===== src/rtl/dmc_pkg.sv =====
package dmc_pkg;
  typedef enum logic [1:0] {
    ST_IDLE  = 2'd0,
    ST_EVICT = 2'd1,
    ST_FILL  = 2'd2,
    ST_DONE  = 2'd3
  } dmc_state_e;
endpackage


===== src/rtl/dmc_tag_store.sv =====
module dmc_tag_store #(
  parameter int LINES = 8,
  parameter int TAG_W = 11,
  localparam int IDX_W = $clog2(LINES)
) (
  input  logic             clk_i,
  input  logic             rst_ni,
  input  logic [IDX_W-1:0] idx_i,
  input  logic [TAG_W-1:0] tag_i,
  input  logic             fill_done_i,
  input  logic             dirty_set_i,
  output logic [TAG_W-1:0] tag_o,
  output logic             valid_o,
  output logic             dirty_o
);
  logic [LINES-1:0] valid_q;
  logic [LINES-1:0] dirty_q;
  logic [TAG_W-1:0] tag_q [LINES];

  always_ff @(posedge clk_i or negedge rst_ni) begin
    if (!rst_ni) begin
      valid_q <= '0;
      dirty_q <= '0;
    end else begin
      if (fill_done_i) begin
        valid_q[idx_i] <= 1'b1;
        dirty_q[idx_i] <= 1'b0;
      end
      if (dirty_set_i) dirty_q[idx_i] <= 1'b1;
    end
  end

  always_ff @(posedge clk_i) begin
    if (fill_done_i) tag_q[idx_i] <= tag_i;
  end

  assign tag_o   = tag_q[idx_i];
  assign valid_o = valid_q[idx_i];
  assign dirty_o = dirty_q[idx_i];


  fill_marks_clean_chk: assert property (@(posedge clk_i) disable iff (!rst_ni)
    fill_done_i |=> (valid_o && !dirty_o));
endmodule


===== src/rtl/dmc_data_store.sv =====
module dmc_data_store #(
  parameter int LINES  = 8,
  parameter int WORDS  = 4,
  parameter int DATA_W = 32,
  localparam int IDX_W = $clog2(LINES),
  localparam int OFF_W = $clog2(WORDS)
) (
  input  logic                    clk_i,
  input  logic [IDX_W-1:0]        idx_i,
  input  logic                    wr_en_i,
  input  logic [OFF_W-1:0]        wr_off_i,
  input  logic [DATA_W-1:0]       wr_data_i,
  input  logic [OFF_W-1:0]        rd_off_i,
  output logic [DATA_W-1:0]       rd_word_o,
  output logic [WORDS*DATA_W-1:0] line_o
);
  logic [DATA_W-1:0] mem_q [LINES][WORDS];

  always_ff @(posedge clk_i) begin
    if (wr_en_i) mem_q[idx_i][wr_off_i] <= wr_data_i;
  end

  assign rd_word_o = mem_q[idx_i][rd_off_i];

  for (genvar w = 0; w < WORDS; w++) begin : g_line
    assign line_o[w*DATA_W +: DATA_W] = mem_q[idx_i][w];
  end
endmodule


===== src/rtl/dmc_ctrl.sv =====
module dmc_ctrl import dmc_pkg::*; #(
  parameter int WORDS = 4,
  localparam int OFF_W = $clog2(WORDS)
) (
  input  logic             clk_i,
  input  logic             rst_ni,
  input  logic             req_valid_i,
  input  logic             req_we_i,
  input  logic             hit_i,
  input  logic             victim_valid_i,
  input  logic             victim_dirty_i,
  input  logic             wb_ready_i,
  input  logic             fill_valid_i,
  output logic             ready_o,
  output logic             hit_o,
  output logic             wb_valid_o,
  output logic             fill_req_o,
  output logic             fill_done_o,
  output logic             dirty_set_o,
  output logic             dwr_en_o,
  output logic             dwr_fill_o,
  output logic [OFF_W-1:0] beat_o
);
  localparam logic [OFF_W-1:0] LAST_BEAT = OFF_W'(WORDS - 1);

  dmc_state_e state_q, state_d;
  logic [OFF_W-1:0] beat_q, beat_d;

  always_comb begin
    state_d     = state_q;
    beat_d      = beat_q;
    ready_o     = 1'b0;
    hit_o       = 1'b0;
    wb_valid_o  = 1'b0;
    fill_req_o  = 1'b0;
    fill_done_o = 1'b0;
    dirty_set_o = 1'b0;
    dwr_en_o    = 1'b0;
    dwr_fill_o  = 1'b0;
    unique case (state_q)
      ST_IDLE: begin
        beat_d = '0;
        if (req_valid_i) begin
          if (hit_i) begin
            ready_o     = 1'b1;
            hit_o       = 1'b1;
            dwr_en_o    = req_we_i;
            dirty_set_o = req_we_i;
          end else if (victim_valid_i && victim_dirty_i) begin
            state_d = ST_EVICT;
          end else begin
            state_d = ST_FILL;
          end
        end
      end
      ST_EVICT: begin
        wb_valid_o = 1'b1;
        if (wb_ready_i) state_d = ST_FILL;
      end
      ST_FILL: begin
        fill_req_o = 1'b1;
        if (fill_valid_i) begin
          dwr_en_o   = 1'b1;
          dwr_fill_o = 1'b1;
          beat_d     = beat_q + 1'b1;
          if (beat_q == LAST_BEAT) begin
            fill_done_o = 1'b1;
            state_d     = ST_DONE;
          end
        end
      end
      ST_DONE: begin
        ready_o     = 1'b1;
        dwr_en_o    = req_we_i;
        dirty_set_o = req_we_i;
        state_d     = ST_IDLE;
      end
      default: state_d = ST_IDLE;
    endcase
  end

  always_ff @(posedge clk_i or negedge rst_ni) begin
    if (!rst_ni) begin
      state_q <= ST_IDLE;
      beat_q  <= '0;
    end else begin
      state_q <= state_d;
      beat_q  <= beat_d;
    end
  end

  assign beat_o = beat_q;


  ready_needs_req_chk: assert property (@(posedge clk_i) disable iff (!rst_ni)
    ready_o |-> req_valid_i);
endmodule


===== src/rtl/dm_cache.sv =====
module dm_cache import dmc_pkg::*; #(
  parameter int ADDR_W = 16,
  parameter int DATA_W = 32,
  parameter int LINES  = 8,
  parameter int WORDS  = 4
) (
  input  logic                    clk_i,
  input  logic                    rst_ni,
  input  logic                    req_valid_i,
  input  logic                    req_we_i,
  input  logic [ADDR_W-1:0]       req_addr_i,
  input  logic [DATA_W-1:0]       req_wdata_i,
  output logic                    ready_o,
  output logic                    hit_o,
  output logic [DATA_W-1:0]       rdata_o,
  output logic                    fill_req_o,
  output logic [ADDR_W-1:0]       fill_addr_o,
  input  logic                    fill_valid_i,
  input  logic [DATA_W-1:0]       fill_data_i,
  output logic                    wb_valid_o,
  input  logic                    wb_ready_i,
  output logic [ADDR_W-1:0]       wb_addr_o,
  output logic [WORDS*DATA_W-1:0] wb_data_o
);
  localparam int OFF_W = $clog2(WORDS);
  localparam int IDX_W = $clog2(LINES);
  localparam int TAG_W = ADDR_W - OFF_W - IDX_W;

  logic [OFF_W-1:0] req_off;
  logic [IDX_W-1:0] req_idx;
  logic [TAG_W-1:0] req_tag;
  assign {req_tag, req_idx, req_off} = req_addr_i;

  logic [TAG_W-1:0] line_tag;
  logic line_valid, line_dirty, lookup_hit;
  logic fill_done, dirty_set, dwr_en, dwr_fill;
  logic [OFF_W-1:0] beat;
  logic [OFF_W-1:0] wr_off;
  logic [DATA_W-1:0] wr_data;

  dmc_tag_store #(.LINES(LINES), .TAG_W(TAG_W)) u_tags (
    .clk_i       (clk_i),
    .rst_ni      (rst_ni),
    .idx_i       (req_idx),
    .tag_i       (req_tag),
    .fill_done_i (fill_done),
    .dirty_set_i (dirty_set),
    .tag_o       (line_tag),
    .valid_o     (line_valid),
    .dirty_o     (line_dirty)
  );

  assign lookup_hit = line_valid && (line_tag == req_tag);

  dmc_ctrl #(.WORDS(WORDS)) u_ctrl (
    .clk_i          (clk_i),
    .rst_ni         (rst_ni),
    .req_valid_i    (req_valid_i),
    .req_we_i       (req_we_i),
    .hit_i          (lookup_hit),
    .victim_valid_i (line_valid),
    .victim_dirty_i (line_dirty),
    .wb_ready_i     (wb_ready_i),
    .fill_valid_i   (fill_valid_i),
    .ready_o        (ready_o),
    .hit_o          (hit_o),
    .wb_valid_o     (wb_valid_o),
    .fill_req_o     (fill_req_o),
    .fill_done_o    (fill_done),
    .dirty_set_o    (dirty_set),
    .dwr_en_o       (dwr_en),
    .dwr_fill_o     (dwr_fill),
    .beat_o         (beat)
  );

  assign wr_off  = dwr_fill ? beat : req_off;
  assign wr_data = dwr_fill ? fill_data_i : req_wdata_i;

  dmc_data_store #(.LINES(LINES), .WORDS(WORDS), .DATA_W(DATA_W)) u_data (
    .clk_i     (clk_i),
    .idx_i     (req_idx),
    .wr_en_i   (dwr_en),
    .wr_off_i  (wr_off),
    .wr_data_i (wr_data),
    .rd_off_i  (req_off),
    .rd_word_o (rdata_o),
    .line_o    (wb_data_o)
  );

  assign fill_addr_o = {req_tag, req_idx, {OFF_W{1'b0}}};
  assign wb_addr_o   = {line_tag, req_idx, {OFF_W{1'b0}}};


  wb_hold_chk: assert property (@(posedge clk_i) disable iff (!rst_ni)
    (wb_valid_o && !wb_ready_i) |=> (wb_valid_o && $stable(wb_addr_o) && $stable(wb_data_o)));


  wb_only_dirty_chk: assert property (@(posedge clk_i) disable iff (!rst_ni)
    wb_valid_o |-> (line_valid && line_dirty));


  miss_after_fill_chk: assert property (@(posedge clk_i) disable iff (!rst_ni)
    (ready_o && !hit_o) |-> ($past(fill_req_o) && $past(fill_valid_i)));


  fill_addr_chk: assert property (@(posedge clk_i) disable iff (!rst_ni)
    fill_req_o |-> (fill_addr_o[ADDR_W-1:OFF_W] == req_addr_i[ADDR_W-1:OFF_W]));
endmodule


===== config.mk =====
export PLATFORM = sky130hd
export DESIGN_NAME = dm_cache
export DESIGN_NICKNAME = d
export VERILOG_FILES = /design/src/rtl/dmc_pkg.sv /design/src/rtl/dmc_tag_store.sv /design/src/rtl/dmc_data_store.sv /design/src/rtl/dmc_ctrl.sv /design/src/rtl/dm_cache.sv
export SDC_FILE = /design/constraint.sdc
export NUM_CORES = 1
export LEC_CHECK = 0
export BUFFER_PORTS_ARGS = -buffer_cell sky130_fd_sc_hd__buf_2
export CAP_MARGIN = 10
export CORE_ASPECT_RATIO = 2
export CORE_MARGIN = 2
export CORE_UTILIZATION = 30
export CTS_CLUSTER_SIZE = 25
export DETAILED_ROUTE_END_ITERATION = 8
export GPL_TIMING_DRIVEN = 0
export SLEW_MARGIN = 5
export SYNTH_ARGS = -nofsm -noshare
export SYNTH_HDL_FRONTEND = slang
export SYNTH_SLANG_ARGS = --single-unit

===== constraint.sdc =====
create_clock -name clk_i -period 6.8 [get_ports clk_i]
set_input_delay 1.36 -clock clk_i [delete_from_list [all_inputs] [get_ports clk_i]]
set_output_delay 1.36 -clock clk_i [all_outputs]
set_load 0.05 [all_outputs]

* Word level (Yosys, flattened, before mapping)
Memory sizes are Yosys's and may differ from the RTL's. Index checks and enable logic that the tools add are counted.
Storage, ports and cells: register bits 20, memory bits (writable) 1112, input bits 86, output and inout port bits 196, logic and storage cells 79, memories kept 2
Memory list:
- u_data.mem_q | words 8, width 128, read ports 1, clocked after Yosys merged registers in 0, wr ports 1, RTL line dmc_data_store.sv:17 | logic [DATA_W-1:0] mem_q [LINES][WORDS];
- u_tags.tag_q | words 8, width 11, read ports 1, clocked after Yosys merged registers in 0, wr ports 1, RTL line dmc_tag_store.sv:18 | logic [TAG_W-1:0] tag_q [LINES];
Operators by class: add/sub/neg operators 1, magnitude comparators 5, eq/ne operators 10, muxes and demuxes 43, bitwise gates (word level) 6, reductions and logical operators 8
Operator list (number):
- 128-bit two-way mux | 1
- 32-bit two-way mux | 4
- 32-bit binary-select mux with 2-bit select | 1
- 32-bit demux with 2-bit select | 1
- 1-bit two-way mux | 18
- 2-bit two-way mux | 8
- 8-bit two-way mux | 2
- 8-bit bitwise OR | 2
- 11-bit == test | 1
- 8-bit bitwise AND | 1
- 2-bit inequality test, second input constant | 4
- 8-bit inverter | 1
- 2-bit one-hot mux with 4 select lines | 1
- 1-bit binary-select mux with 3-bit select | 2
- 2-bit == test, second input constant | 3
- 3-bit greater-or-equal comparator, second input constant | 2
- 2-bit inverter with 3-bit output | 2
- 5-bit AND reduction | 1
- 1-bit logical AND | 4
- 3-bit by 4-bit less-than comparator with 1-bit output, second input constant | 1
- 1-bit one-hot mux with 2 select lines | 2
- 2-bit one-hot mux with 2 select lines | 1
- 1-bit demux with 3-bit select | 1
- 3-bit by 1-bit greater-or-equal comparator with 1-bit output, second input constant | 1
- 8 further kinds | 8

* Logic depth before layout (Yosys ltp)
Gate-level depths: netlist (run 1).
word-level depth 9, mapped depth 11, depth with buffers taken out 7

* Modules after synthesis
A second synthesis (run 1) with hierarchy kept.
Second synthesis, totals: cells, all modules 2465, area, all modules 45177.1 um^2
Modules (own cells, without submodules):
- dmc_data_store | times used 1, cells an instance 2151, area each 39789.4 um^2, seq. area each 30749.5 um^2
- dmc_tag_store | times used 1, cells an instance 198, area each 4140.2 um^2, seq. area each 3042.9 um^2
- dm_cache | times used 1, cells an instance 75, area each 848.3 um^2, seq. area each 0.0 um^2
- dmc_ctrl | times used 1, cells an instance 41, area each 399.1 um^2, seq. area each 100.1 um^2

* Worst setup path before layout (run 1)
Ideal clock, no wire load.
path kind in2reg, start input port req_addr_i[2], end memory u_data.mem_q[4][100] in the netlist's numbering, enable pin, library setup time 432 ps, arrival time 6160 ps, data required time 6368 ps, setup slack 208 ps, cell stages on the path 10, buffers on the path 3, cell sequence buf_6 > buf_12 > mux2i_1 > a22o_1 > a221oi_1 > xor2_1 > nor4b_2 > nand4_4 > buf_6 > a21oi_1
Between the ends: cells in the longest elaborated chain, start to end 8, elaborated cells between the ends (all ways) 10, classes of those cells eq/ne (1); mux (7); reduce/logical (1); memory (1)
Ends and longest elaborated chain:
- from (decl) | RTL line dm_cache.sv:11 | input logic [ADDR_W-1:0] req_addr_i,
- memory 8 x 11 bit
- named net wb_addr_o[15] | RTL line dm_cache.sv:22 | output logic [ADDR_W-1:0] wb_addr_o,
- 11-bit == test | RTL line dm_cache.sv:53 | assign lookup_hit = line_valid && (line_tag == req_tag);
- 1-bit logical AND | RTL line dm_cache.sv:53
- 1-bit two-way mux | RTL line dmc_ctrl.sv:44 | if (hit_i) begin
- 1-bit two-way mux | RTL line dmc_ctrl.sv:43 | if (req_valid_i) begin
- 1-bit one-hot mux with 3 select lines | RTL line dmc_ctrl.sv:40 | unique case (state_q)
- 1-bit two-way mux | RTL line dmc_data_store.sv:20 | if (wr_en_i) mem_q[idx_i][wr_off_i] <= wr_data_i;
- 128-bit two-way mux (not written as such) | RTL line dmc_data_store.sv:20
- to (decl) | RTL line dmc_data_store.sv:17
The timed path passes the listed nets, and every way through them passes these cells. The select of a mux whose other input is x is not followed.

* Final worst setup path (run 1)
start input port req_addr_i[3], end output port rdata_o[22]
Between the ends: cells in the longest elaborated chain, start to end 4
Ends and longest elaborated chain:
- memory 8 x 128 bit
- 32-bit binary-select mux with 2-bit select | RTL line dmc_data_store.sv:23 | assign rd_word_o = mem_q[idx_i][rd_off_i];
- 32-bit two-way mux (not written as such) (2 in a row) | RTL line dmc_data_store.sv:23
- to (decl) | RTL line dm_cache.sv:15 | output logic [DATA_W-1:0] rdata_o,
No other way between the ends. The select of a mux whose other input is x is not followed.

==> results.md, run 1 <==
- 1st-iter DRT viols: about 4200
- Share of synthesized registers carrying an async set or reset: 1.77%
- CTS root buf: clkbuf_16
- Nets@finish: 2863
- Via-per-instance ratio: between 5 and 6
- DRT Pass-1 Iters: 6
- Mapped Area: between 40000 and 50000 um2
- Power Internal: about 0.011 W
- Yosys cell types: 55
- Final ANT Viol Nets: 0
- Initial Util: 30.2%
- P_sw: 0.00447 W
- GRT Total Usage: a little over a fifth
- VDD IR-drop max: around 0.00020 V
- Setup crit start kind: primary input
- Post-Layout Cell Count: approximately 4700
- CTS tree: yes
- Data required time of the worst path: approximately 5400 ps
- Layout cells sized above 1: between 20% and 30%
- GPL Wtd Cong: 0.867
- TritonCTS Buffers: 90
- Max_slew headroom: under 10%
- Top cell type's share of synthesized area: between 70% and 80%
- Die Y-Extent: 539 um
- Vias in the first global route: approximately 25000
- Post-Synthesis Cells: roughly 2300
- DRC: 0
- Kind of critical path: primary input to output pin
- Ys Warns: 0
- WL per Instance: roughly 35 um
- Max cap viols: 0
- Worst reg2reg setup slack: around 2700 ps
- Sequential element share of the synthesized area: around four fifths
- Skew-Pair Late Insertion Delay: approximately 720 ps
- Slew @ Worst Pin: 1370 ps
- Number of synthesized flops with an enable pin: between 1000 and 1500
- Failing checks: negative setup slack
- Hold Path Class: flop to flop
- Syn_area_per_cell: between 15 and 20 um2
- Setup-failing EPs final: 1
- WL final: around 160 mm
- Die X: ~270 um
- Die area: 146000 um2
- Clock network power share: around a third
- Seq pwr share: between 50% and 60%
- P_leak: approximately 17 nW
- Period utilization: 100%
- Hold slack final: approximately 470 ps
- Count leader, synth: edfxtp_1
- Comb power frac: around 16%
- Syn-to-layout area delta: 20.3%
- Max Clk Rate: roughly 150 MHz
- Clk buf depth: 3
- Clock transition at path regs: around 70 ps
- Overflow after GRT: 0
- Number of port buffers: about 270
- Cts hold-fix bufs: 0
- Max Fanout on Critical Path: 10
- Initial antenna violation count: 9
- Pwr dens: ~310 nW/um2
- Outcome: finished with violations
- Hpwl dp: roughly 120 mm
- Synth Flop Type: edfxtp_1
- Top cells by count, synth: edfxtp_1 (1112), a22oi_1 (362), clkbuf_1 (114), mux2_2 (70), nand4_1 (67)
- CTS Sinks: around 1100
- Row cnt: between 150 and 200
- Synthesized flop and latch total: 1132
- Post-route worst setup slack: -13.9 ps
- Core Box Area: ~140000 um2
- CTS HTree Levels: 3
- I/O pin cnt: between 200 and 300
- Switching share of total power: between 20 and 30%
- Worst path arrival time: roughly 5500 ps
- Synth top area cells: edfxtp_1 (78%), a22oi_1 (6.3%), mux4_2 (2.0%)
- Pre-CTS WS: -681 ps
- Endpoint type of the worst setup path: output pin
- Cells after DPL: 4552
- Final hold viol count: 0
- Pin count of the biggest net entering global routing: 33
- Max Slew Vio Count: 0
- Via count: ~27000
- Global-route wire length before repair: 216 mm
- Leading area contributor after synthesis: edfxtp_1
- Minimum clock period: 6810 ps
- Skew final: about 40 ps
routing by layer:
layer  track usage, %  up-vias  share of wire (%)
li1                 -    10600                  -
met1             25.0    13600                 34
met2             36.6     1970                 48
met3             4.22      422                9.3
met4             15.3        8                8.0
met5                0        -              0.032
through the flow:
step	utilization (%)	cell area [um2]	total power, W	TNS (ps)
finish	36.3	51600	0.0160	-13.9
global route	36.3	51600	0.0163	-0.865
CTS	36.3	51600	0.0159	0
detailed placement	34.2	48600	0.0108	-12450
global placement	32.8	46700	0.0107	-2178070
floorplan	-	42900	0.00973	0
worst max-delay path: stages:
cell and delay [ps]:
buf_2 180, buf_6 190, buf_2 300, and2_1 300, clkbuf_1 460, clkbuf_1 620, clkdlybuf4s15_2 720, a22oi_1 140
nand4_1 480, mux4_2 380, buf_2 280
what timing repair did:
action | CTS | global route
resized for setup | 29 | 20
setup endpoints to repair | 61 | 8
pin swaps | 3 | 1
setup buffers | 6 | 2
area by class of cell:
type	count	area, um2
Fill cell	13200	90600
Sequential cell	1132	33900
Multi-Input combinational cell	1007	8550
Timing Repair Buffer	358	3040
Tap cell	1881	2350
Clock buffer	98	2320
Buffer	171	891
Clock inverter	64	531
Inverter	12	45.0
Antenna cell	6	15.0
cells by family (layout without fill, tap and decap cells):
logic type | Yosys count | after routing | synth area share, %
xor+xnor | 10 | 10 | 0.204
mux | 172 | 172 | 5.47
compound gates | 585 | 585 | 10.3
buf+inv | 184 | 703 | 2.02
fa+ha+maj | 5 | 5 | 0.146
flops | 1132 | 1132 | 79.0
simple gates | 231 | 231 | 2.90
other cells | 1 | 10 | 0.00874
sequential cells by signal (all words and copies together) (netlist names):
register and flops:
u_data.mem_q 1024, u_tags.tag_q 88, u_tags.dirty_q 8, u_tags.valid_q 8, u_ctrl.beat_o 2, u_ctrl.state_q 2
cells in the final DEF, fill, tap and decap left out, drive strengths merged, types with 3 or more instances in the layout:
master	n
edfxtp	1112
buf	416
a22oi	362
clkbuf	208
mux2	70
nand4	69
mux2i	61
a21oi	51
nand2	48
clkinv	48
a22o	46
a221oi	41
mux4	41
o21ai	38
nor2	38
nand3	36
dfrtp	20
a222oi	16
inv	16
or2	9
xor2	8
o31ai	8
bufinv	7
and2	7
diode	6
a221o	6
and3	5
nor2b	5
nand2b	5
o221ai	5
ha	5
clkinvlp	5
conb	4
a31oi	4
clkdlybuf4s15	3
o22ai	3
nor3	3
power by group through the flow:
stage / sequential (W) / clock, W / combinational, W
3_3_place_gp: 0.00842 / 0 / 0.00226
5_1_grt: 0.00826 / 0.00548 / 0.00256
6_report: 0.00826 / 0.00523 / 0.00247
3_5_place_dp: 0.00841 / 0 / 0.00243
4_1_cts: 0.00825 / 0.00525 / 0.00245
2_1_floorplan: 0.00839 / 0 / 0.00135
final timing paths:
kind                                      endpoint              start  depth (start not counted)
max in group asynchronous         u_ctrl.beat_o[0]             rst_ni                          1
worst max-delay path                   rdata_o[22]      req_addr_i[3]                         11
worst min register to register   u_tags.valid_q[0]  u_tags.valid_q[0]                          1
worst max register to register  u_data.mem_q[0][7]  u_ctrl.state_q[0]                         11
worst min-delay path             u_tags.valid_q[0]  u_tags.valid_q[0]                          1
min in group asynchronous        u_tags.valid_q[3]             rst_ni                          1
No activity file was read; power rests on OpenSTA's default activity.
==> run 2: changes to the inputs <==
--- a/config.mk
+++ b/config.mk
@@ -7,12 +7,15 @@
 export LEC_CHECK = 0
 export BUFFER_PORTS_ARGS = -buffer_cell sky130_fd_sc_hd__buf_2
 export CAP_MARGIN = 10
+export CELL_PAD_IN_SITES_DETAIL_PLACEMENT = 0
+export CELL_PAD_IN_SITES_GLOBAL_PLACEMENT = 1
 export CORE_ASPECT_RATIO = 2
 export CORE_MARGIN = 2
 export CORE_UTILIZATION = 30
 export CTS_CLUSTER_SIZE = 25
 export DETAILED_ROUTE_END_ITERATION = 8
 export GPL_TIMING_DRIVEN = 0
+export PLACE_DENSITY = 0.48
 export SLEW_MARGIN = 5
 export SYNTH_ARGS = -nofsm -noshare
 export SYNTH_HDL_FRONTEND = slang
==> run 2 against run 1 <==
The flow now finishes without violations. Cell area is 1.3% higher. Global-route usage is 2.6 points higher. Non-clock buffer count is 5 higher. Final cell count is 0.61% higher. Sequential share of layout area is 0.84 points lower. Critical path depth is 2 lower. Clock skew is 13 ps lower. Wire length is 10% higher. Sequential power hardly changed. First-iteration DRC count is 39% lower. Critical endpoint is now rdata_o[20].
==> results.md, run 2 (synthesized netlist as in run 1, its figures left out) <==
- Outcome: finished clean
- Worst flop-to-flop path endpoint: u_data.mem_q[7][59]
- CTS tree: yes
- Max Fanout on Critical Path: 10
- Pre-CTS WS: -842 ps
- Via-per-instance ratio: ~5.5
- Worst r2r src: u_ctrl.state_q[0]
- Initial antenna violation count: 6
- WL per Instance: approximately 38 um
- TritonCTS Buffers: 102
- Die area: about 150000 um2
- Overflow after GRT: 0
- Final ANT Viol Nets: 0
- Hold Path Class: flop to flop
- Minimum clock period: between 6000 and 7000 ps
- Top delay family on crit path: simple AND/OR/NAND/NOR gates
- Biggest regs: u_data.mem_q: 1024 flops, u_tags.tag_q: 88 flops
- Syn-to-layout area delta: 21.9%
- Initial Util: between 30% and 40%
- Hold path endpoint: u_tags.valid_q[6]
- Worst path most repeated cell: buf_2
- Pwr dens: about 320 nW/um2
- Fillcell total: ~13000
- Max reg flops: ~1000
- Period utilization: 98.3%
- Clock transition at path regs: about 70 ps
- Cells after DPL: ~4600
- Most frequent cells in the layout: edfxtp_1 (1112), a22oi_1 (362), buf_2 (298)
- Slew @ Worst Pin: between 1000 and 1500 ps
- Post-Layout Cell Count: roughly 4800
- Kind of critical path: primary input to output pin
- Worst path arrival time: between 5000 and 6000 ps
- Crit path cell chain: buf_2 > or2_1 > nor2_1 > clkbuf_1 > clkbuf_2 > a22oi_1 > nand4_1 > mux4_2 > buf_2
- Global-route wire length before repair: 239 mm
- Skew-Pair Late Insertion Delay: 720 ps
- 1st-iter DRT viols: roughly 2500
- Post-route worst setup slack: 113 ps
- Layout cells sized above 1: roughly 28%
- Max Slew Vio Count: 0
- DRT Pass-1 Iters: 8
- Via count: between 20000 and 30000
- Max cap viols: 0
- Endpoint type of the worst setup path: output pin
- Skew final: 26.7 ps
- Setup crit start kind: primary input
- GPL Wtd Cong: between 0.8 and 0.9
- Max_slew headroom: about an eighth
- Clk buf depth: 3
- R2R depth: 11
- VDD IR-drop max: 0.000193 V
- I/O pin cnt: roughly 280
- Final hold viol count: 0
- Die X: around 270 um
- Pin count of the biggest net entering global routing: 33
- Most flops, register: u_data.mem_q
- Utilization after layout: 36.8%
- WL final: about 180 mm
- Setup-failing EPs final: 0
- Largest stage delay, worst path: ~680 ps
- Die Y-Extent: about 540 um
- Hpwl dp: about 130 mm
- GRT Total Usage: 24.4%
- Data required time of the worst path: around 5400 ps
- RSZ-0062 raised after global routing: false
- Worst reg2reg setup slack: around 2100 ps
- CTS HTree Levels: 3
- DRC: 0
- Cts hold-fix bufs: 0
- Crit path buffers/inverters: 4
- Total power: around 0.017 W
- Number of port buffers: roughly 270
- Core Box Area: 142000 um2
- Vias in the first global route: 26100
- CTS Sinks: 1132
- Commonest non-fill, non-tap cell in the layout: edfxtp_1
- Row cnt: about 200
- P_leak: 17.0 nW
- HP Start: u_tags.valid_q[6]
- Worst hold path depth: 1
- Critical-path top delay cell: mux4_2
- CTS root buf: clkbuf_16
- Nets@finish: roughly 2900
- Max Clk Rate: 150 MHz
run 2: changes by cell type in the layout (fill, tap and decap cells not counted), sizes merged:
cell	change
inv	+1
clkinvlp	+4
buf	+6
clkinv	-11
bufinv	+4
clkbuf	+27
clkdlybuf4s15	-2
run 2: how the worst max path moves through the flow:
stage / from / end / slack, ps / cells past startpoint
floorplan: req_addr_i[2] / u_data.mem_q[4][100] / 210 / 10
global placement: req_addr_i[4] / u_data.mem_q[2][58] / -4100 / 9
global route: req_addr_i[4] / rdata_o[13] / 60 / 9
CTS: req_addr_i[3] / rdata_o[11] / 4 / 11
finish: req_addr_i[4] / rdata_o[20] / 110 / 9
detailed placement: req_addr_i[4] / rdata_o[17] / -840 / 11
run 2: metal layers:
| metal | track usage [%] | routed length, um | part of all wire, % | vias to the layer above |
|---|---|---|---|---|
| met5 | 0 | 0 | 0 | - |
| met3 | 3.02 | 8930 | 4.9 | 272 |
| li1 | - | - | - | 10600 |
| met4 | 12.0 | 9870 | 5.4 | 0 |
| met1 | 27.3 | 65400 | 36 | 13900 |
| met2 | 45.2 | 97100 | 54 | 1164 |
run 2: final cells by class:
type	instances	area (um2)	area share (%)
clock inverters	62	642	1.23
diodes	6	15.0	0.0287
flip-flops and latches	1132	33900	64.8
repair buffers	364	3200	6.12
inverters	12	45.0	0.0861
well taps	1881	2350	4.50
plain buffers	170	912	1.74
multi-input cells	1007	8560	16.4
clock buffers	124	2700	5.15
run 2: repair_timing:
action	4_1_cts	5_1_grt
endpoints found under the setup margin	66	17
buffers inserted	4	0
pin swaps	2	0
resized for setup	31	14
run 2: power breakdown:
part | switching [W] | internal [W] | leakage, nW
clock | 0.00267 | 0.00325 | 1.61
combinational | 0.00194 | 0.000529 | 5.13
sequential | 0.0000612 | 0.00820 | 10.3
total | 0.00467 | 0.0120 | 17.0
run 2: through the flow:
step | instance area, um2 | setup TNS (ps) | hold WS (ps)
floorplan | 42900 | 0 | 433
finish | 52300 | 0 | 473
global route | 52300 | 0 | 483
detailed placement | 48800 | -15340 | 453
global placement | 46700 | -3139810 | 450
CTS | 52300 | 0 | 471
